`src/rtl/srb_pkg.sv`:
```
package srb_pkg;

    typedef enum logic [1:0] {
        KIND_ALU    = 2'd0,
        KIND_STORE  = 2'd1,
        KIND_BRANCH = 2'd2
    } kind_e;

    typedef enum logic [2:0] {
        ACT_IDLE,
        ACT_REG,
        ACT_MEM,
        ACT_BR_OK,
        ACT_REDIRECT,
        ACT_FAULT
    } retire_act_e;

endpackage

```
`src/rtl/srb_ptrs.sv`:
```
module srb_ptrs #(
    parameter int DEPTH = 8
) (
    input  logic                       clk,
    input  logic                       rst_n,
    input  logic                       alloc_fire,
    input  logic                       retire_fire,
    input  logic                       flush,
    output logic [$clog2(DEPTH)-1:0]   head_idx,
    output logic [$clog2(DEPTH)-1:0]   tail_idx,
    output logic                       full,
    output logic                       empty
);
    localparam int IDX_W = $clog2(DEPTH);
    localparam int PTR_W = IDX_W + 1;

    typedef struct packed {
        logic [PTR_W-1:0] head;
        logic [PTR_W-1:0] tail;
    } ptr_state_t;

    ptr_state_t st_d, st_q;

    always_comb begin
        st_d = st_q;
        if (retire_fire) begin
            st_d.head = st_q.head + 1'b1;
        end
        if (flush) begin
            st_d.tail = st_d.head;
        end else if (alloc_fire) begin
            st_d.tail = st_q.tail + 1'b1;
        end
    end

    always_ff @(posedge clk) begin
        if (!rst_n) begin
            st_q <= '0;
        end else begin
            st_q <= st_d;
        end
    end

    assign head_idx = st_q.head[IDX_W-1:0];
    assign tail_idx = st_q.tail[IDX_W-1:0];
    assign empty    = (st_q.head == st_q.tail);
    assign full     = (st_q.head[IDX_W] != st_q.tail[IDX_W]) &&
                      (st_q.head[IDX_W-1:0] == st_q.tail[IDX_W-1:0]);

endmodule

```
`src/rtl/srb_slots.sv`:
```
module srb_slots
    import srb_pkg::*;
#(
    parameter int DEPTH  = 8,
    parameter int DATA_W = 32,
    parameter int ADDR_W = 32,
    parameter int REG_W  = 5,
    parameter int NUM_RD = 2
) (
    input  logic                              clk,
    input  logic                              rst_n,
    input  logic                              alloc_fire,
    input  logic [$clog2(DEPTH)-1:0]          alloc_idx,
    input  kind_e                             alloc_kind,
    input  logic [REG_W-1:0]                  alloc_dest,
    input  logic                              wb_valid,
    input  logic [$clog2(DEPTH)-1:0]          wb_idx,
    input  logic [DATA_W-1:0]                 wb_value,
    input  logic                              wb_fault,
    input  logic                              wb_mispred,
    input  logic                              sa_valid,
    input  logic [$clog2(DEPTH)-1:0]          sa_idx,
    input  logic [ADDR_W-1:0]                 sa_addr,
    input  logic                              retire_fire,
    input  logic                              flush,
    input  logic [$clog2(DEPTH)-1:0]          head_idx,
    input  logic [NUM_RD*$clog2(DEPTH)-1:0]   lk_idx,
    output logic [NUM_RD-1:0]                 lk_ready,
    output logic [NUM_RD*DATA_W-1:0]          lk_value,
    output logic                              head_valid,
    output kind_e                             head_kind,
    output logic [ADDR_W-1:0]                 head_dest,
    output logic [DATA_W-1:0]                 head_value,
    output logic                              head_ready,
    output logic                              head_fault,
    output logic                              head_mispred
);
    localparam int IDX_W = $clog2(DEPTH);

    typedef struct packed {
        logic              valid;
        kind_e             kind;
        logic [ADDR_W-1:0] dest;
        logic [DATA_W-1:0] value;
        logic              done;
        logic              addr_ok;
        logic              fault;
        logic              mispred;
    } slot_t;

    slot_t [DEPTH-1:0] slot_d, slot_q;

    always_comb begin
        slot_d = slot_q;
        if (wb_valid && slot_q[wb_idx].valid) begin
            slot_d[wb_idx].value   = wb_value;
            slot_d[wb_idx].done    = 1'b1;
            slot_d[wb_idx].fault   = wb_fault;
            slot_d[wb_idx].mispred = wb_mispred;
        end
        if (sa_valid && slot_q[sa_idx].valid) begin
            slot_d[sa_idx].dest    = sa_addr;
            slot_d[sa_idx].addr_ok = 1'b1;
        end
        if (retire_fire) begin
            slot_d[head_idx].valid = 1'b0;
        end
        if (alloc_fire) begin
            slot_d[alloc_idx].valid   = 1'b1;
            slot_d[alloc_idx].kind    = alloc_kind;
            slot_d[alloc_idx].dest    = ADDR_W'(alloc_dest);
            slot_d[alloc_idx].value   = '0;
            slot_d[alloc_idx].done    = 1'b0;
            slot_d[alloc_idx].addr_ok = (alloc_kind != KIND_STORE);
            slot_d[alloc_idx].fault   = 1'b0;
            slot_d[alloc_idx].mispred = 1'b0;
        end
        if (flush) begin
            for (int i = 0; i < DEPTH; i++) begin
                slot_d[i].valid = 1'b0;
            end
        end
    end

    always_ff @(posedge clk) begin
        if (!rst_n) begin
            slot_q <= '0;
        end else begin
            slot_q <= slot_d;
        end
    end

    generate
        for (genvar p = 0; p < NUM_RD; p++) begin : g_lookup
            logic [IDX_W-1:0] idx;
            assign idx = lk_idx[p*IDX_W +: IDX_W];
            assign lk_ready[p] = slot_q[idx].valid && slot_q[idx].done;
            assign lk_value[p*DATA_W +: DATA_W] = slot_q[idx].value;
        end
    endgenerate

    assign head_valid   = slot_q[head_idx].valid;
    assign head_kind    = slot_q[head_idx].kind;
    assign head_dest    = slot_q[head_idx].dest;
    assign head_value   = slot_q[head_idx].value;
    assign head_ready   = slot_q[head_idx].done && slot_q[head_idx].addr_ok;
    assign head_fault   = slot_q[head_idx].fault;
    assign head_mispred = slot_q[head_idx].mispred;

endmodule

```
`src/rtl/srb_commit.sv`:
```
module srb_commit
    import srb_pkg::*;
(
    input  logic        head_valid,
    input  kind_e       head_kind,
    input  logic        head_ready,
    input  logic        head_fault,
    input  logic        head_mispred,
    output logic        retire_fire,
    output logic        flush,
    output logic        reg_we,
    output logic        mem_we,
    output logic        redirect_valid,
    output logic        exc_valid
);
    retire_act_e act;

    always_comb begin
        act = ACT_IDLE;
        if (head_valid && head_ready) begin
            if (head_fault) begin
                act = ACT_FAULT;
            end else begin
                unique case (head_kind)
                    KIND_ALU:    act = ACT_REG;
                    KIND_STORE:  act = ACT_MEM;
                    KIND_BRANCH: act = head_mispred ? ACT_REDIRECT : ACT_BR_OK;
                    default:     act = ACT_IDLE;
                endcase
            end
        end
    end

    always_comb begin
        retire_fire    = 1'b0;
        flush          = 1'b0;
        reg_we         = 1'b0;
        mem_we         = 1'b0;
        redirect_valid = 1'b0;
        exc_valid      = 1'b0;
        unique case (act)
            ACT_REG: begin
                retire_fire = 1'b1;
                reg_we      = 1'b1;
            end
            ACT_MEM: begin
                retire_fire = 1'b1;
                mem_we      = 1'b1;
            end
            ACT_BR_OK: begin
                retire_fire = 1'b1;
            end
            ACT_REDIRECT: begin
                retire_fire    = 1'b1;
                flush          = 1'b1;
                redirect_valid = 1'b1;
            end
            ACT_FAULT: begin
                flush     = 1'b1;
                exc_valid = 1'b1;
            end
            default: begin
                retire_fire = 1'b0;
            end
        endcase
    end

endmodule

```
`src/rtl/spec_retire_buffer.sv`:
```
module spec_retire_buffer
    import srb_pkg::*;
#(
    parameter int DEPTH  = 8,
    parameter int DATA_W = 32,
    parameter int ADDR_W = 32,
    parameter int REG_W  = 5,
    parameter int NUM_RD = 2
) (
    input  logic                              clk,
    input  logic                              rst_n,
    input  logic                              alloc_valid,
    input  logic [1:0]                        alloc_kind,
    input  logic [REG_W-1:0]                  alloc_dest,
    output logic                              alloc_ready,
    output logic [$clog2(DEPTH)-1:0]          alloc_tag,
    input  logic                              wb_valid,
    input  logic [$clog2(DEPTH)-1:0]          wb_tag,
    input  logic [DATA_W-1:0]                 wb_value,
    input  logic                              wb_fault,
    input  logic                              wb_mispred,
    input  logic                              sa_valid,
    input  logic [$clog2(DEPTH)-1:0]          sa_tag,
    input  logic [ADDR_W-1:0]                 sa_addr,
    input  logic [NUM_RD*$clog2(DEPTH)-1:0]   lk_tag,
    output logic [NUM_RD-1:0]                 lk_ready,
    output logic [NUM_RD*DATA_W-1:0]          lk_value,
    output logic                              reg_we,
    output logic [REG_W-1:0]                  reg_waddr,
    output logic [DATA_W-1:0]                 reg_wdata,
    output logic                              mem_we,
    output logic [ADDR_W-1:0]                 mem_addr,
    output logic [DATA_W-1:0]                 mem_wdata,
    output logic                              flush_o,
    output logic                              redirect_valid,
    output logic [DATA_W-1:0]                 redirect_pc,
    output logic                              exc_valid,
    output logic [$clog2(DEPTH)-1:0]          exc_tag
);
    localparam int IDX_W = $clog2(DEPTH);

    logic             alloc_fire;
    logic             retire_fire;
    logic             flush;
    logic             full;
    logic             empty;
    logic [IDX_W-1:0] head_idx;
    logic [IDX_W-1:0] tail_idx;

    logic              head_valid;
    kind_e             head_kind;
    logic [ADDR_W-1:0] head_dest;
    logic [DATA_W-1:0] head_value;
    logic              head_ready;
    logic              head_fault;
    logic              head_mispred;

    assign alloc_ready = !full && !flush;
    assign alloc_fire  = alloc_valid && alloc_ready;
    assign alloc_tag   = tail_idx;

    srb_ptrs #(
        .DEPTH (DEPTH)
    ) u_ptrs (
        .clk         (clk),
        .rst_n       (rst_n),
        .alloc_fire  (alloc_fire),
        .retire_fire (retire_fire),
        .flush       (flush),
        .head_idx    (head_idx),
        .tail_idx    (tail_idx),
        .full        (full),
        .empty       (empty)
    );

    srb_slots #(
        .DEPTH  (DEPTH),
        .DATA_W (DATA_W),
        .ADDR_W (ADDR_W),
        .REG_W  (REG_W),
        .NUM_RD (NUM_RD)
    ) u_slots (
        .clk          (clk),
        .rst_n        (rst_n),
        .alloc_fire   (alloc_fire),
        .alloc_idx    (tail_idx),
        .alloc_kind   (kind_e'(alloc_kind)),
        .alloc_dest   (alloc_dest),
        .wb_valid     (wb_valid),
        .wb_idx       (wb_tag),
        .wb_value     (wb_value),
        .wb_fault     (wb_fault),
        .wb_mispred   (wb_mispred),
        .sa_valid     (sa_valid),
        .sa_idx       (sa_tag),
        .sa_addr      (sa_addr),
        .retire_fire  (retire_fire),
        .flush        (flush),
        .head_idx     (head_idx),
        .lk_idx       (lk_tag),
        .lk_ready     (lk_ready),
        .lk_value     (lk_value),
        .head_valid   (head_valid),
        .head_kind    (head_kind),
        .head_dest    (head_dest),
        .head_value   (head_value),
        .head_ready   (head_ready),
        .head_fault   (head_fault),
        .head_mispred (head_mispred)
    );

    srb_commit u_commit (
        .head_valid     (head_valid),
        .head_kind      (head_kind),
        .head_ready     (head_ready),
        .head_fault     (head_fault),
        .head_mispred   (head_mispred),
        .retire_fire    (retire_fire),
        .flush          (flush),
        .reg_we         (reg_we),
        .mem_we         (mem_we),
        .redirect_valid (redirect_valid),
        .exc_valid      (exc_valid)
    );

    assign reg_waddr   = head_dest[REG_W-1:0];
    assign reg_wdata   = head_value;
    assign mem_addr    = head_dest;
    assign mem_wdata   = head_value;
    assign redirect_pc = head_value;
    assign exc_tag     = head_idx;
    assign flush_o     = flush;

endmodule

```
`config.mk`:
```
export PLATFORM = sky130hd
export DESIGN_NAME = spec_retire_buffer
export DESIGN_NICKNAME = d
export VERILOG_FILES = /design/src/rtl/srb_pkg.sv /design/src/rtl/srb_ptrs.sv /design/src/rtl/srb_slots.sv /design/src/rtl/srb_commit.sv /design/src/rtl/spec_retire_buffer.sv
export SDC_FILE = /design/constraint.sdc
export NUM_CORES = 2
export LEC_CHECK = 0
export BUFFER_PORTS_ARGS = -buffer_cell sky130_fd_sc_hd__buf_2
export CAP_MARGIN = 0
export CORE_UTILIZATION = 60
export DETAILED_ROUTE_END_ITERATION = 12
export PLACE_DENSITY_LB_ADDON = 0.3
export SLEW_MARGIN = 0
export SYNTH_ARGS = -nofsm -noshare
export SYNTH_HDL_FRONTEND = slang
export SYNTH_SLANG_ARGS = --single-unit
```
`constraint.sdc`:
```
create_clock -name clk -period 3.4 [get_ports clk]
set_clock_uncertainty 0.1 [all_clocks]
set_input_delay 0.17 -clock clk [delete_from_list [all_inputs] [get_ports clk]]
set_output_delay 0.17 -clock clk [all_outputs]
set_load 0.05 [all_outputs]
```
==> run summary <==
Largest net degree at the start of global routing - 69
Synth Register Bits - 576
Yosys cell types - 46
Dominant cells by area after synthesis - dfxtp_1, mux4_2, nand2_1
CTS clock-pin slew for the worst setup and hold paths - 60 ps
Worst slew pin tran - 1180 ps
Clock Path Buffers - 3
Hold WC Path Type - input port to flip-flop
Final period utilization - 97.8%
Mapped Nets - 3336
Clock root buffer - clkbuf_16
CP max FO - 34
Post-route minimum period - 3330 ps
Max Freq - 0.301 GHz
Initial Utilization - 61.4%
Routability cong. - 0.901
Final Util - 70.3%
Average size of a mapped cell - 9.11 um2
Final hold viol count - 0
Worst r2r path cells - 8
Top cell type's share of synthesized area - 39.0%
Core Area - 48100 um2
Ports - 301
CTS tree - done
Critical path capture point type - output port
Hold Path Sink - u_slots.slot_q[3]
DP HPWL - 58500 um
Max Cap Violations - 0
RR Startpoint - u_ptrs.head_idx[0]
Setup violators final - 0
Layout area overhead - 14.5%
XOR/XNOR Fraction of Synth Area - 0.296%
Mux contribution to synthesized area - 27.2%
Grt total ovfl - 0
Ratio of cells with drive above 1 in the final layout - 26.9%
Cell count of the worst hold path - 5
Syn Inst Count - 3244
Leak - 0.0120 uW
Element type at the critical path start - flip-flop
Max IR drop VDD - 0.000414 V
IO Port Bufs - 300
Worst r2r dst - u_slots.slot_q[254]
Post-Synth Adder-Cell Area - 0.0846%
Number of global-route vias before repair - 27100
Die Area - 50200 um2
Compound-gate portion of the synthesized area - 11.4%
# rows - 80
Tot Pwr - 14700 uW
CTS Buf Count - 58
CP arrival - 3060 ps
Fillers - 3552
GRT Resource Usage Total - 38.7%
WL/cell - 24.2 um
DRT iter0 DRCs - 3415
Status - completed
Worst-Skew Late Latency - 650 ps
Die Wd - 224 um
Drt drc - 0
Area leader, netlist - dfxtp_1
Fin. max-slew vios - 0
First-pass GRT wire length - 151000 um
Slew margin rel. - 21.0%
Hold Startpoint - wb_tag[1]
Synthesized area - 29600 um2
Synth warn - 0
Clock H-tree levels - 2
Initial antenna violation count - 8
Setup CP Type - flip-flop to output port
P per Cell Area - 435 nW/um2
RSZ-0062 raised after global routing - true
Largest family of logic cells by synthesized area - multiplexers
Sinks on the clock net - 576
Drt first pass iters - 7
Routed via count - 26800
Post-Synth Simple-Gate Area - 15.5%
Drt total wl - 98500 um
DR vias/cell - 6.59
Post-route ant nets - 0
Die Y - 224 um
NumNets Final - 3454
Critical Path RT - 3130 ps
Share of the yosys chip area belonging to registers - 39.0%
Flop-to-flop setup slack - 100 ps
## placed cells by master (no fill, tap or decap), drive strengths merged, types with 6 or more instances in the layout
master and n:
bufinv 8, o21ai 37, inv 7, a311oi 8
nand2 1008, nand3 41, dfxtp 576, nor3 38
nand4 6, nor2b 9, a21oi 512, clkinv 15
clkbuf 79, o31ai 10, a211oi 46, buf 396
mux2i 46, dlygate4sd3 79, nor2 26, and3 12
mux2 133, mux4 270
## state kept, by name (all words and copies together), names as in the netlist
register	cells
u_ptrs.st_q	2
u_ptrs.tail_idx	3
u_ptrs.head_idx	3
u_slots.slot_q	568
## layout make-up
cell class | instances | area (um2) | share of cell area (%)
tap | 656 | 821 | 2.42
clock inverter | 28 | 388 | 1.15
timing repair buffer | 475 | 3220 | 9.50
sequential | 576 | 11500 | 34.1
antenna | 5 | 12.5 | 0.0370
multi-input combinational | 2247 | 16200 | 47.9
clock buffer | 79 | 1640 | 4.85
inverter | 4 | 15.0 | 0.0444
## synthesized netlist by cell type (all sizes together)
cell / count
a211oi: 46
a21oi: 512
a311o: 1
a311oi: 8
a31o: 1
a31oi: 4
a41oi: 2
and2: 5
and3: 12
and3b: 2
and4: 3
buf: 203
clkbuf: 214
dfxtp: 576
ha: 2
inv: 4
mux2: 133
mux2i: 46
mux4: 270
nand2: 1008
nand2b: 4
nand3: 41
nand3b: 1
nand4: 6
nand4b: 1
nor2: 26
nor2b: 9
nor3: 38
nor3b: 1
nor4b: 1
o211ai: 4
o21a: 1
o21ai: 37
o31ai: 10
or2: 1
or4: 1
xnor2: 5
xor2: 5
## logic make-up (layout without fill, tap and decap cells)
logic type,after synthesis,after routing
AND/OR/NAND/NOR,1160,1160
multiplexers,449,449
buffers and inverters,421,586
flip-flops,576,576
XOR/XNOR,10,10
AO/OA/AOI/OAI,626,626
other,0,5
adder cells (fa/ha/maj),2,2
## worst max-delay path by stage
stage | start | to | slack (ps) | depth (start not counted)
6_report | u_ptrs.head_idx[1] | mem_we | 70 | 7
5_1_grt | u_ptrs.head_idx[1] | flush_o | -0.4 | 7
3_5_place_dp | u_ptrs.head_idx[0] | u_slots.slot_q[145] | 180 | 7
2_1_floorplan | u_ptrs.head_idx[0] | redirect_pc[0] | 180 | 8
4_1_cts | u_ptrs.head_idx[0] | mem_addr[8] | -50 | 5
3_3_place_gp | u_ptrs.head_idx[0] | u_slots.slot_q[145] | 230 | 7
## worst max-delay path, stage by stage, from the launching register on
cell and delay (ps):
dfxtp_4 390, buf_8 310, mux4_2 380, mux2i_1 230, buf_4 210, nand3_1 220, nor3_1 340, buf_2 330
## what timing repair did
action / CTS / global route
buffers inserted: 0 / 1
setup endpoints to repair: 69 / 25
hold buffers: 79 / 0
hold endpoints to repair: 544 / 0
resized for setup: 4 / 9
## per-layer routing
layer  vias up  GRT usage, %  part of all wire [%]
li1      11500             -                     -
met1     12900          45.6                    34
met2      1988          65.1                    49
met5         -             0                 0.042
met3       425          8.63                    12
met4         6          22.5                   5.2
## per-stage QoR
| stage | setup slack, ps | instance area [um2] | hold slack [ps] | instances | setup TNS (ps) |
|---|---|---|---|---|---|
| finish | 74.7 | 33900 | 63.1 | 4070 | 0 |
| global route | -0.439 | 33800 | 121 | 4068 | -0.439 |
| CTS | -51.0 | 33800 | 35.5 | 4064 | -289 |
| detailed placement | 181 | 31000 | 346 | 3878 | 0 |
| global placement | 230 | 31000 | 338 | 3878 | 0 |
| floorplan | 178 | 29600 | 251 | 3244 | 0 |
## where the power goes
| group | internal, uW | switching, uW | leakage [uW] |
|---|---|---|---|
| clock network | 3990 | 2840 | 0.00100 |
| logic | 340 | 732 | 0.00640 |
| registers | 6780 | 34.0 | 0.00464 |
| total | 11100 | 3600 | 0.0120 |
Note: power is estimated with default switching activity, not from simulation.
